**src/rtl/softirq_pkg.sv**
```systemverilog
package softirq_pkg;

    // Register selector shared by the write and read ports
    typedef enum logic [1:0] {
        SEL_WORD  = 2'd0,
        SEL_SET   = 2'd1,
        SEL_CLR   = 2'd2,
        SEL_LEVEL = 2'd3
    } reg_sel_e;

    localparam int DEF_WORD_W    = 17;
    localparam int DEF_LVL_W     = 4;
    localparam int DEF_THRESH    = 14;
    localparam int DEF_LEVEL_RST = 15;

endpackage

```
**src/rtl/softirq_word.sv**
```systemverilog
module softirq_word
    import softirq_pkg::*;
#(
    parameter int WORD_W    = DEF_WORD_W,
    parameter int TIMER_BIT = DEF_WORD_W - 1
) (
    input  logic              clk,
    input  logic              rst,
    input  logic              wr_en,
    input  reg_sel_e          wr_sel,
    input  logic [WORD_W-1:0] wr_data,
    input  logic              timer_hit,
    output logic [WORD_W-1:0] word_q
);

    localparam logic [WORD_W-1:0] TIMER_MASK = WORD_W'(1) << TIMER_BIT;

    logic [WORD_W-1:0] sw_next;
    logic [WORD_W-1:0] word_d;

    // Software result first, then the timer bit on top
    always_comb begin
        sw_next = word_q;
        if (wr_en) begin
            unique case (wr_sel)
                SEL_WORD:  sw_next = wr_data;
                SEL_SET:   sw_next = word_q | wr_data;
                SEL_CLR:   sw_next = word_q & ~wr_data;
                SEL_LEVEL: sw_next = word_q;
                default:   sw_next = word_q;
            endcase
        end
        word_d = timer_hit ? (sw_next | TIMER_MASK) : sw_next;
    end

    always_ff @(posedge clk) begin
        if (rst) word_q <= '0;
        else     word_q <= word_d;
    end

endmodule

```
**src/rtl/softirq_level.sv**
```systemverilog
module softirq_level
    import softirq_pkg::*;
#(
    parameter int WORD_W    = DEF_WORD_W,
    parameter int LVL_W     = DEF_LVL_W,
    parameter int LEVEL_RST = DEF_LEVEL_RST
) (
    input  logic              clk,
    input  logic              rst,
    input  logic              wr_en,
    input  reg_sel_e          wr_sel,
    input  logic [WORD_W-1:0] wr_data,
    output logic [LVL_W-1:0]  level_q
);

    logic load;
    assign load = wr_en && (wr_sel == SEL_LEVEL);

    always_ff @(posedge clk) begin
        if (rst)       level_q <= LVL_W'(LEVEL_RST);
        else if (load) level_q <= wr_data[LVL_W-1:0];
    end

endmodule

```
**src/rtl/softirq_gate.sv**
```systemverilog
module softirq_gate #(
    parameter int WORD_W    = 17,
    parameter int LVL_W     = 4,
    parameter int THRESH    = 14,
    parameter int TIMER_BIT = WORD_W - 1
) (
    input  logic [WORD_W-1:0] word_i,
    input  logic [LVL_W-1:0]  level_i,
    output logic [WORD_W-1:0] req_o
);

    localparam int CMP_W = LVL_W + 6;

    logic [CMP_W-1:0] level_ext;
    logic             below_fixed;

    assign level_ext   = CMP_W'(level_i);
    assign below_fixed = level_ext < CMP_W'(THRESH);

    for (genvar i = 0; i < WORD_W; i++) begin : g_bit
        if (i == 0 || i == TIMER_BIT) begin : g_fixed
            assign req_o[i] = word_i[i] && below_fixed;
        end else begin : g_indexed
            assign req_o[i] = word_i[i] && (CMP_W'(i) > level_ext);
        end
    end

endmodule

```
**src/rtl/softirq_reg.sv**
```systemverilog
module softirq_reg
    import softirq_pkg::*;
#(
    parameter int WORD_W    = DEF_WORD_W,
    parameter int LVL_W     = DEF_LVL_W,
    parameter int THRESH    = DEF_THRESH,
    parameter int LEVEL_RST = DEF_LEVEL_RST
) (
    input  logic              clk,
    input  logic              rst,
    input  logic              wr_en,
    input  logic [1:0]        wr_sel,
    input  logic [WORD_W-1:0] wr_data,
    input  logic              timer_hit,
    input  logic [1:0]        rd_sel,
    output logic [WORD_W-1:0] rd_data,
    output logic [WORD_W-1:0] irq_req
);

    localparam int TIMER_BIT = WORD_W - 1;

    reg_sel_e          wsel;
    reg_sel_e          rsel;
    logic [WORD_W-1:0] word_q;
    logic [LVL_W-1:0]  level_q;

    assign wsel = reg_sel_e'(wr_sel);
    assign rsel = reg_sel_e'(rd_sel);

    softirq_word #(.WORD_W(WORD_W), .TIMER_BIT(TIMER_BIT)) u_word (
        .clk       (clk),
        .rst       (rst),
        .wr_en     (wr_en),
        .wr_sel    (wsel),
        .wr_data   (wr_data),
        .timer_hit (timer_hit),
        .word_q    (word_q)
    );

    softirq_level #(.WORD_W(WORD_W), .LVL_W(LVL_W), .LEVEL_RST(LEVEL_RST)) u_level (
        .clk     (clk),
        .rst     (rst),
        .wr_en   (wr_en),
        .wr_sel  (wsel),
        .wr_data (wr_data),
        .level_q (level_q)
    );

    softirq_gate #(.WORD_W(WORD_W), .LVL_W(LVL_W), .THRESH(THRESH),
                   .TIMER_BIT(TIMER_BIT)) u_gate (
        .word_i  (word_q),
        .level_i (level_q),
        .req_o   (irq_req)
    );

    // Aliases are write-only and read as zero
    always_comb begin
        unique case (rsel)
            SEL_WORD:  rd_data = word_q;
            SEL_LEVEL: rd_data = WORD_W'(level_q);
            SEL_SET:   rd_data = '0;
            SEL_CLR:   rd_data = '0;
            default:   rd_data = '0;
        endcase
    end

endmodule

```
**config.mk**
```make
export PLATFORM = sky130hd
export DESIGN_NAME = softirq_reg
export DESIGN_NICKNAME = d
export VERILOG_FILES = /design/src/rtl/softirq_pkg.sv /design/src/rtl/softirq_word.sv /design/src/rtl/softirq_level.sv /design/src/rtl/softirq_gate.sv /design/src/rtl/softirq_reg.sv
export SDC_FILE = /design/constraint.sdc
export NUM_CORES = 1
export LEC_CHECK = 0
export ABC_CLOCK_PERIOD_IN_PS = 1460
export BUFFER_PORTS_ARGS = -buffer_cell sky130_fd_sc_hd__buf_4
export CORE_MARGIN = 2
export CORE_UTILIZATION = 30
export DETAILED_ROUTE_END_ITERATION = 6
export HOLD_SLACK_MARGIN = 0.15
export PLACE_DENSITY_LB_ADDON = 0.1
export SETUP_SLACK_MARGIN = 0.3
export SYNTH_ARGS = -nofsm -noshare
export SYNTH_HDL_FRONTEND = slang
export SYNTH_SLANG_ARGS = --single-unit
```
**constraint.sdc**
```tcl
create_clock -name clk -period 1.46 [get_ports clk]
set_input_delay 0 -clock clk [delete_from_list [all_inputs] [get_ports clk]]
set_output_delay 0 -clock clk [all_outputs]
set_load 0.05 [all_outputs]
```
---- Yosys cells after proc, flatten, opt, wreduce, memory -nomap -nowiden ----
Index checks and enable logic that the tools add are counted.
cells by class
  $add $sub $neg .......................... 0
  multiply operators ...................... 0
  divide/modulo/power cells ............... 0
  magnitude comparators ................... 16
  eq/ne operators ......................... 7
  shifts and indexed selects .............. 0
  mux-type cells .......................... 4
  bitwise logic cells ..................... 3
  reductions and logical operators ........ 23
operator list
  cell                                                           number
  one-hot mux 17 bit (4 select lines)                            1
  one-hot mux 17 bit (3 select lines)                            1
  2-to-1 mux 17 bit                                              2
  greater-than comparator 4 bit (first input constant)           8
  logical AND 1 bit                                              18
  AND 17 bit                                                     1
  inverter 17 bit                                                1
  OR 17 bit                                                      1
  greater-than comparator 3 x 4 -> 1 bit (first input constant)  4
  equality test 2 bit (second input constant)                    4
  greater-than comparator 2 x 4 -> 1 bit (first input constant)  2
  equality test 2 x 1 -> 1 bit (second input constant)           2
  greater-than comparator 1 x 4 -> 1 bit (first input constant)  1
  logical NOT 2 bit                                              2
  less-than comparator 4 bit (second input constant)             1
  != test 2 bit (second input constant)                          1
  AND reduction 2 bit                                            1
  nonzero test 2 bit                                             1
  OR reduction 2 bit                                             1
word-level totals
  flip-flop bits (word level) ............. 21
  latch bits .............................. 0
  RAM bits ................................ 0
  bits in read-only memories .............. 0
  bits of input ports ..................... 25
  logic and storage cells ................. 56
  memories ................................ 0

---- Logic depth before layout (Yosys ltp) ----
Gate-level depths: netlist of the first run.
  depth in word-level cells ............... 5
  gate-level depth with buffers ........... 7
  mapped depth without buffers ............ 5

---- By module ----
A second synthesis of the first run with hierarchy kept.
second synthesis, totals
  cells, all modules ...................... 174
  area, all modules ....................... 1614.0 um^2
by module, submodules not included
  module         times used  cells each  area each (um^2)  sequential area each (um^2)
  softirq_word   1           105         1072.3            340.3
  softirq_gate   1           31          214.0             0.0
  softirq_level  1           18          165.2             80.1
  softirq_reg    1           20          162.7             0.0

---- Worst setup path before layout of the first run ----
OpenSTA, ideal clock, no wires.
  path type ............................... register to output
  start point ............................. reg u_level.level_q[1]
  end point ............................... out irq_req[2]
  data arrival time ....................... 2.164 ns
  path slack .............................. -0.704 ns
  stages on the path, launching flop included .. 3
  buffers on the path ..................... 1
  path through ............................ dfxtp_1 -> clkbuf_1 -> nor4b_1
on the way
  longest elaborated chain between the ends .. 2
ends and longest elaborated chain
  item                                    RTL line             text
  start: declaration                      softirq_level.sv:13  output logic [LVL_W-1:0] level_q
  start signal: assignment                softirq_level.sv:20  if (rst) level_q <= LVL_W'(LEVEL_RST);
  start signal: assignment                softirq_level.sv:21  else if (load) level_q <= wr_data[LVL_W-1:0];
  greater-than comparator 2 x 4 -> 1 bit  softirq_gate.sv:24   assign req_o[i] = word_i[i] && (CMP_W'(i) > level_ext);
  logical AND 1 bit                       softirq_gate.sv:24
  end: declaration                        softirq_reg.sv:17    output logic [WORD_W-1:0] irq_req
Every way passes these cells.

---- Worst setup path in the final report of the first run ----
  start point ............................. reg u_level.level_q[2]
  end point ............................... out irq_req[7]
on the way
  longest elaborated chain between the ends .. 2
ends and longest elaborated chain
  item                                    RTL line
  greater-than comparator 3 x 4 -> 1 bit  softirq_gate.sv:24
  logical AND 1 bit                       softirq_gate.sv:24
Every way passes these cells.

==> results of run 1 <==
logic make-up (layout without fill, tap and decap cells):
kind of cell / count (synthesis) / after routing / share of synthesized area, %
AO/OA/AOI/OAI: 66 / 66 / 37.02
AND/OR/NAND/NOR: 59 / 59 / 24.07
buffers and inverters: 20 / 102 / 8.738
adder cells (fa/ha/maj): 3 / 3 / 2.473
flip-flops: 21 / 21 / 27.70
power by group:
part | internal [mW] | switching [mW]
registers | 0.607 | 0.0456
logic | 0.299 | 0.347
clock network | 0.190 | 0.201
cells in the final DEF, fill, tap and decap left out, types with 4 or more instances in the layout:
cell	netlist	routed
buf_4	1	45
buf_6	2	24
dlygate4sd3_1	0	19
nor2b_1	19	18
dfxtp_1	21	17
and2_1	19	15
a21oi_2	13	13
a211oi_2	13	13
o22ai_2	0	9
o22ai_1	17	8
inv_1	5	5
a22o_1	4	4
and2_4	0	4
a211o_1	4	4
dfxtp_4	0	4
cells in the mapped netlist:
library cell,instances
or2_1,1
inv_1,5
nand2_1,3
nor2b_4,1
dfxtp_1,21
nand2b_1,1
buf_6,2
nor3_1,3
a211oi_1,4
a21oi_2,13
and2_1,19
nor4b_1,1
and3_1,3
buf_4,1
a211oi_2,13
a211o_1,4
and3_2,3
a21oi_1,3
a311oi_2,1
buf_2,5
a311oi_1,1
clkbuf_1,4
ha_1,3
a21boi_0,1
nor2_1,3
o31ai_1,1
inv_2,1
and3b_1,1
o21a_1,2
buf_12,2
nand3_1,1
o22ai_1,17
a22o_1,4
nor2b_1,19
o21ai_0,2
registers in the layout, indices dropped and copies added, names as in the netlist:
signal / cells
u_word.word_q: 17
u_level.level_q: 4
per-layer routing:
| layer | GRT usage [%] | wire [um] | vias to the layer above |
|---|---|---|---|
| met1 | 23.58 | 2157 | 775 |
| met4 | 4.563 | 73 | 0 |
| met2 | 32.46 | 2396 | 51 |
| li1 | - | - | 787 |
| met5 | 0 | 0 | - |
| met3 | 1.874 | 222 | 8 |
tightest hold or removal path, stage by stage:
cell and delay, ps:
buf_4 110, o22ai_1 150, a311oi_2 120
cell type report:
| type | instances | area, um^2 | share of cell area, % |
|---|---|---|---|
| clock inverter | 1 | 5.005 | 0.1939 |
| multi-input combinational | 128 | 1130 | 43.77 |
| timing repair buffer | 92 | 863.3 | 33.45 |
| sequential | 21 | 435.4 | 16.87 |
| clock buffer | 3 | 41.29 | 1.600 |
| tap | 67 | 83.83 | 3.248 |
| inverter | 6 | 22.52 | 0.8725 |
timing repair:
| action | in CTS | in global routing |
|---|---|---|
| buffers inserted | 6 | 3 |
| hold buffers | 19 | 0 |
| resized for setup | 36 | 23 |
| pin swaps | 3 | 10 |
| endpoints found under the setup margin | 19 | 20 |
| endpoints found under the hold margin | 21 | 0 |
path summary, 6_finish.rpt:
kind	from	endpoint	slack, ps
setup / recovery	u_level.level_q[2]$_SDFFE_PP1P_	irq_req[7]	190
hold reg to reg	u_word.word_q[8]$_SDFFE_PP0P_	u_word.word_q[8]$_SDFFE_PP0P_	540
setup reg to reg	u_level.level_q[2]$_SDFFE_PP1P_	u_level.level_q[2]$_SDFFE_PP1P_	450
hold / removal	wr_data[16]	u_word.word_q[16]$_SDFFE_PP0P_	170
through the flow:
step                      hold WS, ps  cell area [um^2]
after floorplan                 94.35              1622
after global placement          306.3              2088
after detailed placement        317.2              2088
after CTS                       158.7              2472
after global routing            178.6              2581
final                           168.4              2581
==> impl_metrics.prom, run 1 <==
# TYPE chip_impl_metric gauge
chip_impl_info{name="cp-start-kind",value="register"} 1
chip_impl_metric{name="minimum_clock_period",unit="ps"} 1268
chip_impl_metric{name="dr_wl_cell",unit="um"} 15.25
chip_impl_metric{name="place.gp.congestion",unit=""} 0.7147
chip_impl_metric{name="p_leak",unit="nW"} 1.070
chip_impl_metric{name="detail_route.first_pass.iterations",unit=""} 4
chip_impl_metric{name="detailedPlacementHpwl",unit="mm"} 3.285
chip_impl_info{name="cpMostUsedCell",value="buf_6"} 1
chip_impl_metric{name="synth.ff_latch_count",unit=""} 21
chip_impl_metric{name="vias_after_detailed_routing",unit=""} 1621
chip_impl_metric{name="final_core_util",unit="%"} 53.93
chip_impl_metric{name="design.portCount",unit=""} 59
chip_impl_metric{name="max-vdd-ir-drop",unit="V"} 0.0003128
chip_impl_metric{name="final_cell_count_no_fill",unit=""} 318
chip_impl_metric{name="max-cap-violations",unit=""} 0
chip_impl_metric{name="areaGrowthSynthToFinish",unit="%"} 70.07
chip_impl_info{name="worst_setup_path_end_kind",value="primary output"} 1
chip_impl_metric{name="post_synth_num_cell_types",unit=""} 35
chip_impl_metric{name="cts.sinks",unit=""} 21
chip_impl_metric{name="critPathBufInv",unit=""} 2
chip_impl_metric{name="htree_levels",unit=""} 1
chip_impl_metric{name="setup_slack",unit="ps"} 191.9
chip_impl_metric{name="period_share",unit="%"} 86.86
chip_impl_metric{name="drive_gt1_share",unit="%"} 54.98
chip_impl_metric{name="clock_insertion_delay_worst_skew",unit="ps"} 260
chip_impl_metric{name="tns",unit="ps"} 0
chip_impl_metric{name="post-place-cells",unit=""} 286
chip_impl_info{name="synth_top_cell_by_area",value="dfxtp_1"} 1
chip_impl_metric{name="grt_start_max_net_pins",unit=""} 35
chip_impl_metric{name="cts_made_buffers",unit=""} 3
chip_impl_info{name="timing.critical_path.cells",value="buf_6 -> a311oi_2 -> buf_6"} 1
chip_impl_info{name="cpLargestDelayFamily",value="flip-flops"} 1
chip_impl_metric{name="clk_pin_slew_worst_paths",unit="ps"} 80
chip_impl_metric{name="layout.filler_cells",unit=""} 460
chip_impl_metric{name="synth_area_per_cell",unit="um^2"} 8.981
chip_impl_metric{name="die-width",unit="um"} 75.13
chip_impl_info{name="root_buffer",value="clkbuf_8"} 1
chip_impl_info{name="timing.setup.critical_path_class",value="reg -> out"} 1
chip_impl_metric{name="grt_antenna_before_repair",unit=""} 0
chip_impl_metric{name="postSynthNetCount",unit=""} 197
chip_impl_metric{name="dp_worst_setup_slack",unit="ps"} 121.0
chip_impl_metric{name="clock-skew-final",unit="ps"} 0
chip_impl_info{name="setup_repair_after_global_routing_missed_its_margin",value="true"} 1
chip_impl_metric{name="max_clock_freq",unit="MHz"} 788.6
chip_impl_metric{name="pwr_density_cell",unit="nW/um^2"} 654.8
chip_impl_info{name="critPathSlowestCell",value="dfxtp_4"} 1
chip_impl_metric{name="clk_path_buf_depth",unit=""} 2
chip_impl_metric{name="fp.coreArea",unit="um^2"} 4786
chip_impl_metric{name="route.detailed.vias_per_inst",unit=""} 5.097
chip_impl_metric{name="n_antenna_cell",unit=""} 0
chip_impl_metric{name="num_rows",unit=""} 25
chip_impl_metric{name="postRouteAntennaNets",unit=""} 0
chip_impl_metric{name="critical_path_cell_count",unit=""} 3
chip_impl_metric{name="total_power",unit="mW"} 1.690
chip_impl_metric{name="first_global_vias",unit=""} 1684
chip_impl_metric{name="drt_drc_violations_left",unit=""} 0
chip_impl_metric{name="dieArea",unit="um^2"} 5644
chip_impl_metric{name="timing.critical_path.slowest_cell_delay",unit="ps"} 390
chip_impl_info{name="holdCritPathClass",value="in -> reg"} 1
chip_impl_metric{name="worst-endpoint-arrival",unit="ps"} 1270
chip_impl_metric{name="chipHeight",unit="um"} 75.13
chip_impl_metric{name="synth_cells",unit=""} 169
chip_impl_metric{name="drt-total-wl",unit="mm"} 4.850
chip_impl_metric{name="relSlewSlack",unit="%"} 74.11
chip_impl_metric{name="cp.required",unit="ps"} 1460
chip_impl_metric{name="ys_seq_area_share",unit="%"} 27.70
chip_impl_metric{name="ys.warnings.count",unit=""} 0
chip_impl_metric{name="first_pass_grt_wire_length",unit="mm"} 8.024
chip_impl_metric{name="crit_fanout",unit=""} 6
chip_impl_metric{name="tightest_slew",unit="ps"} 387.7
chip_impl_info{name="status",value="finished, final reports clean"} 1
chip_impl_metric{name="reg2reg_depth",unit=""} 3
chip_impl_metric{name="detail_route.iter0.violations",unit=""} 53
chip_impl_metric{name="groute.usage.overall",unit="%"} 18.26
chip_impl_metric{name="setup_violations",unit=""} 0
chip_impl_metric{name="drv_slew",unit=""} 0
chip_impl_metric{name="synthDominantCellAreaShare",unit="%"} 27.70
chip_impl_metric{name="final_net_count",unit=""} 280
chip_impl_metric{name="netlist_area",unit="um^2"} 1518
chip_impl_metric{name="worst_hold_path.num_cells",unit=""} 3
chip_impl_metric{name="initial_utilization",unit="%"} 31.71
chip_impl_info{name="netlist_top_cells_area",value="dfxtp_1 (28%), a211oi_2 (11%), and2_1 (7.8%)"} 1
chip_impl_metric{name="globalRouteOverflowTotal",unit=""} 0
chip_impl_metric{name="buffer_ports.inserted",unit=""} 58
chip_impl_info{name="cts_tree",value="built"} 1
chip_impl_metric{name="hold_viol",unit=""} 0
No activity file was read; power rests on OpenSTA's default activity.
==> run 2: changes to the inputs <==
--- a/config.mk
+++ b/config.mk
@@ -6,10 +6,10 @@
 export NUM_CORES = 1
 export LEC_CHECK = 0
 export ABC_CLOCK_PERIOD_IN_PS = 1460
-export BUFFER_PORTS_ARGS = -buffer_cell sky130_fd_sc_hd__buf_4
 export CORE_MARGIN = 2
 export CORE_UTILIZATION = 30
 export DETAILED_ROUTE_END_ITERATION = 6
+export DONT_BUFFER_PORTS = 1
 export HOLD_SLACK_MARGIN = 0.15
 export PLACE_DENSITY_LB_ADDON = 0.1
 export SETUP_SLACK_MARGIN = 0.3
==> impl_metrics.prom, run 2 (synthesis gave the netlist of run 1 again) <==
# TYPE chip_impl_metric gauge
chip_impl_metric{name="place.gp.congestion",unit=""} 0.8407
chip_impl_metric{name="minimum_clock_period",unit="ps"} 1264
chip_impl_metric{name="max-cap-violations",unit=""} 0
chip_impl_metric{name="n_antenna_cell",unit=""} 0
chip_impl_info{name="holdCritPathClass",value="in -> reg"} 1
chip_impl_metric{name="cts_made_buffers",unit=""} 3
chip_impl_metric{name="period_share",unit="%"} 86.54
chip_impl_info{name="cts_tree",value="built"} 1
chip_impl_metric{name="buffer_ports.inserted",unit=""} 0
chip_impl_info{name="critPathSlowestCell",value="dfxtp_4"} 1
chip_impl_metric{name="max_clock_freq",unit="MHz"} 791.4
chip_impl_metric{name="design.portCount",unit=""} 59
chip_impl_info{name="setup_repair_after_global_routing_missed_its_margin",value="true"} 1
chip_impl_metric{name="max-vdd-ir-drop",unit="V"} 0.0004381
chip_impl_metric{name="largest_reg_flops",unit=""} 17
chip_impl_metric{name="critPathBufInv",unit=""} 2
chip_impl_metric{name="groute.usage.overall",unit="%"} 17.17
chip_impl_metric{name="detailedPlacementHpwl",unit="mm"} 3.564
chip_impl_metric{name="areaGrowthSynthToFinish",unit="%"} 50.87
chip_impl_metric{name="route.detailed.vias_per_inst",unit=""} 5.178
chip_impl_metric{name="grt_start_max_net_pins",unit=""} 22
chip_impl_metric{name="relSlewSlack",unit="%"} 73.56
chip_impl_info{name="commonest_non_fill_non_tap_cell_in_the_layout",value="buf_4"} 1
chip_impl_metric{name="die-width",unit="um"} 75.13
chip_impl_metric{name="chipHeight",unit="um"} 75.13
chip_impl_metric{name="cp.required",unit="ps"} 1460
chip_impl_metric{name="pwr_density_cell",unit="nW/um^2"} 703.9
chip_impl_info{name="largestRegisters",value="u_word.word_q (17), u_level.level_q (4)"} 1
chip_impl_metric{name="worst-endpoint-arrival",unit="ps"} 1260
chip_impl_metric{name="fp.coreArea",unit="um^2"} 4786
chip_impl_metric{name="detail_route.iter0.violations",unit=""} 40
chip_impl_metric{name="cts.sinks",unit=""} 21
chip_impl_metric{name="first_pass_grt_wire_length",unit="mm"} 7.341
chip_impl_metric{name="detail_route.first_pass.iterations",unit=""} 4
chip_impl_metric{name="p_leak",unit="nW"} 0.9124
chip_impl_info{name="final_cell_mix",value="buf_4 (22), dlygate4sd3_1 (19), nor2b_1 (18), buf_6 (16), dfxtp_1 (15)"} 1
chip_impl_info{name="status",value="finished, final reports clean"} 1
chip_impl_metric{name="final_core_util",unit="%"} 47.84
chip_impl_info{name="cpLargestDelayFamily",value="flip-flops"} 1
chip_impl_info{name="timing.critical_path.cells",value="buf_6 -> o21ai_1 -> and3b_1 -> buf_6"} 1
chip_impl_metric{name="clock_insertion_delay_worst_skew",unit="ps"} 260
chip_impl_metric{name="drv_slew",unit=""} 0
chip_impl_metric{name="clk_path_buf_depth",unit=""} 2
chip_impl_metric{name="crit_fanout",unit=""} 7
chip_impl_metric{name="vias_after_detailed_routing",unit=""} 1481
chip_impl_metric{name="hold_viol",unit=""} 0
chip_impl_metric{name="drt_drc_violations_left",unit=""} 0
chip_impl_info{name="worst_setup_path_end_kind",value="primary output"} 1
chip_impl_metric{name="postRouteAntennaNets",unit=""} 0
chip_impl_metric{name="clk_pin_slew_worst_paths",unit="ps"} 80
chip_impl_metric{name="num_rows",unit=""} 25
chip_impl_metric{name="globalRouteOverflowTotal",unit=""} 0
chip_impl_metric{name="grt_antenna_before_repair",unit=""} 0
chip_impl_metric{name="drt-total-wl",unit="mm"} 4.805
chip_impl_metric{name="setup_violations",unit=""} 0
chip_impl_info{name="timing.setup.critical_path_class",value="reg -> out"} 1
chip_impl_metric{name="first_global_vias",unit=""} 1407
chip_impl_metric{name="dieArea",unit="um^2"} 5644
chip_impl_metric{name="tns",unit="ps"} 0
chip_impl_info{name="root_buffer",value="clkbuf_8"} 1
chip_impl_info{name="cp-start-kind",value="register"} 1
chip_impl_metric{name="drive_gt1_share",unit="%"} 49.77
chip_impl_info{name="cpMostUsedCell",value="buf_6"} 1
chip_impl_metric{name="htree_levels",unit=""} 1
chip_impl_metric{name="timing.critical_path.slowest_cell_delay",unit="ps"} 380
chip_impl_info{name="largest_register",value="u_word.word_q"} 1
chip_impl_metric{name="clock-skew-final",unit="ps"} 0
chip_impl_metric{name="dr_wl_cell",unit="um"} 16.80
chip_impl_metric{name="tightest_slew",unit="ps"} 396.1
chip_impl_metric{name="final_net_count",unit=""} 248
chip_impl_metric{name="initial_utilization",unit="%"} 31.71
[run 2: layout make-up]
| type | count | area [um^2] |
|---|---|---|
| clock buffer | 4 | 45.04 |
| inverter | 6 | 22.52 |
| fill | 485 | 2496 |
| timing repair buffer | 60 | 595.6 |
| sequential | 21 | 437.9 |
| multi-input combinational | 128 | 1105 |
| tap | 67 | 83.83 |
[run 2: worst register-to-register path, cell delays in order, from the launching register on]
cell      delay, ps
dfxtp_1         380
nor2b_1         150
o22ai_1         110
a311oi_2        260
[run 2: stage by stage]
step           instance area [um^2]  hold slack (ps)  std cells  power [mW]  worst slack, ps
5_1_grt                        2290            29.83        286       1.688            150.6
4_1_cts                        2043           -211.8        265       1.537            186.7
3_5_place_dp                   1891            67.69        258       1.131            277.3
3_3_place_gp                   1891            67.54        258       1.115            330.3
6_report                       2290            22.38        286       1.612            196.5
2_1_floorplan                  1622            94.35        169       1.047            75.63
[run 2: layer usage]
| layer | GRT usage, % | up-vias | routed length, um |
|---|---|---|---|
| met5 | 0 | - | 0 |
| met4 | 3.968 | 0 | 66 |
| met3 | 3.213 | 6 | 253 |
| met2 | 29.63 | 53 | 2318 |
| met1 | 22.15 | 702 | 2167 |
| li1 | - | 720 | - |
[run 2: worst paths after layout]
check | cells past startpoint | slack, ps | from | to
max | 4 | 200 | u_level.level_q[1]$_SDFFE_PP1P_ | irq_req[5]
min | 2 | 20 | wr_en | u_level.level_q[2]$_SDFFE_PP1P_
max reg2reg | 3 | 480 | u_word.word_q[16]$_SDFFE_PP0P_ | u_word.word_q[16]$_SDFFE_PP0P_
min reg2reg | 2 | 530 | u_word.word_q[4]$_SDFFE_PP0P_ | u_word.word_q[4]$_SDFFE_PP0P_
[run 2: what timing repair did]
| action | 4_1_cts | 5_1_grt |
|---|---|---|
| endpoints found under the hold margin | 21 | 21 |
| pin swaps | 4 | 6 |
| buffers inserted | 3 | 1 |
| endpoints found under the setup margin | 19 | 19 |
| resized for setup | 34 | 12 |
[run 2: report_power, final]
part,internal [mW],switching [mW],leakage [nW]
registers,0.607,0.0429,0.173
logic,0.247,0.331,0.716
clock network,0.194,0.188,0.0228
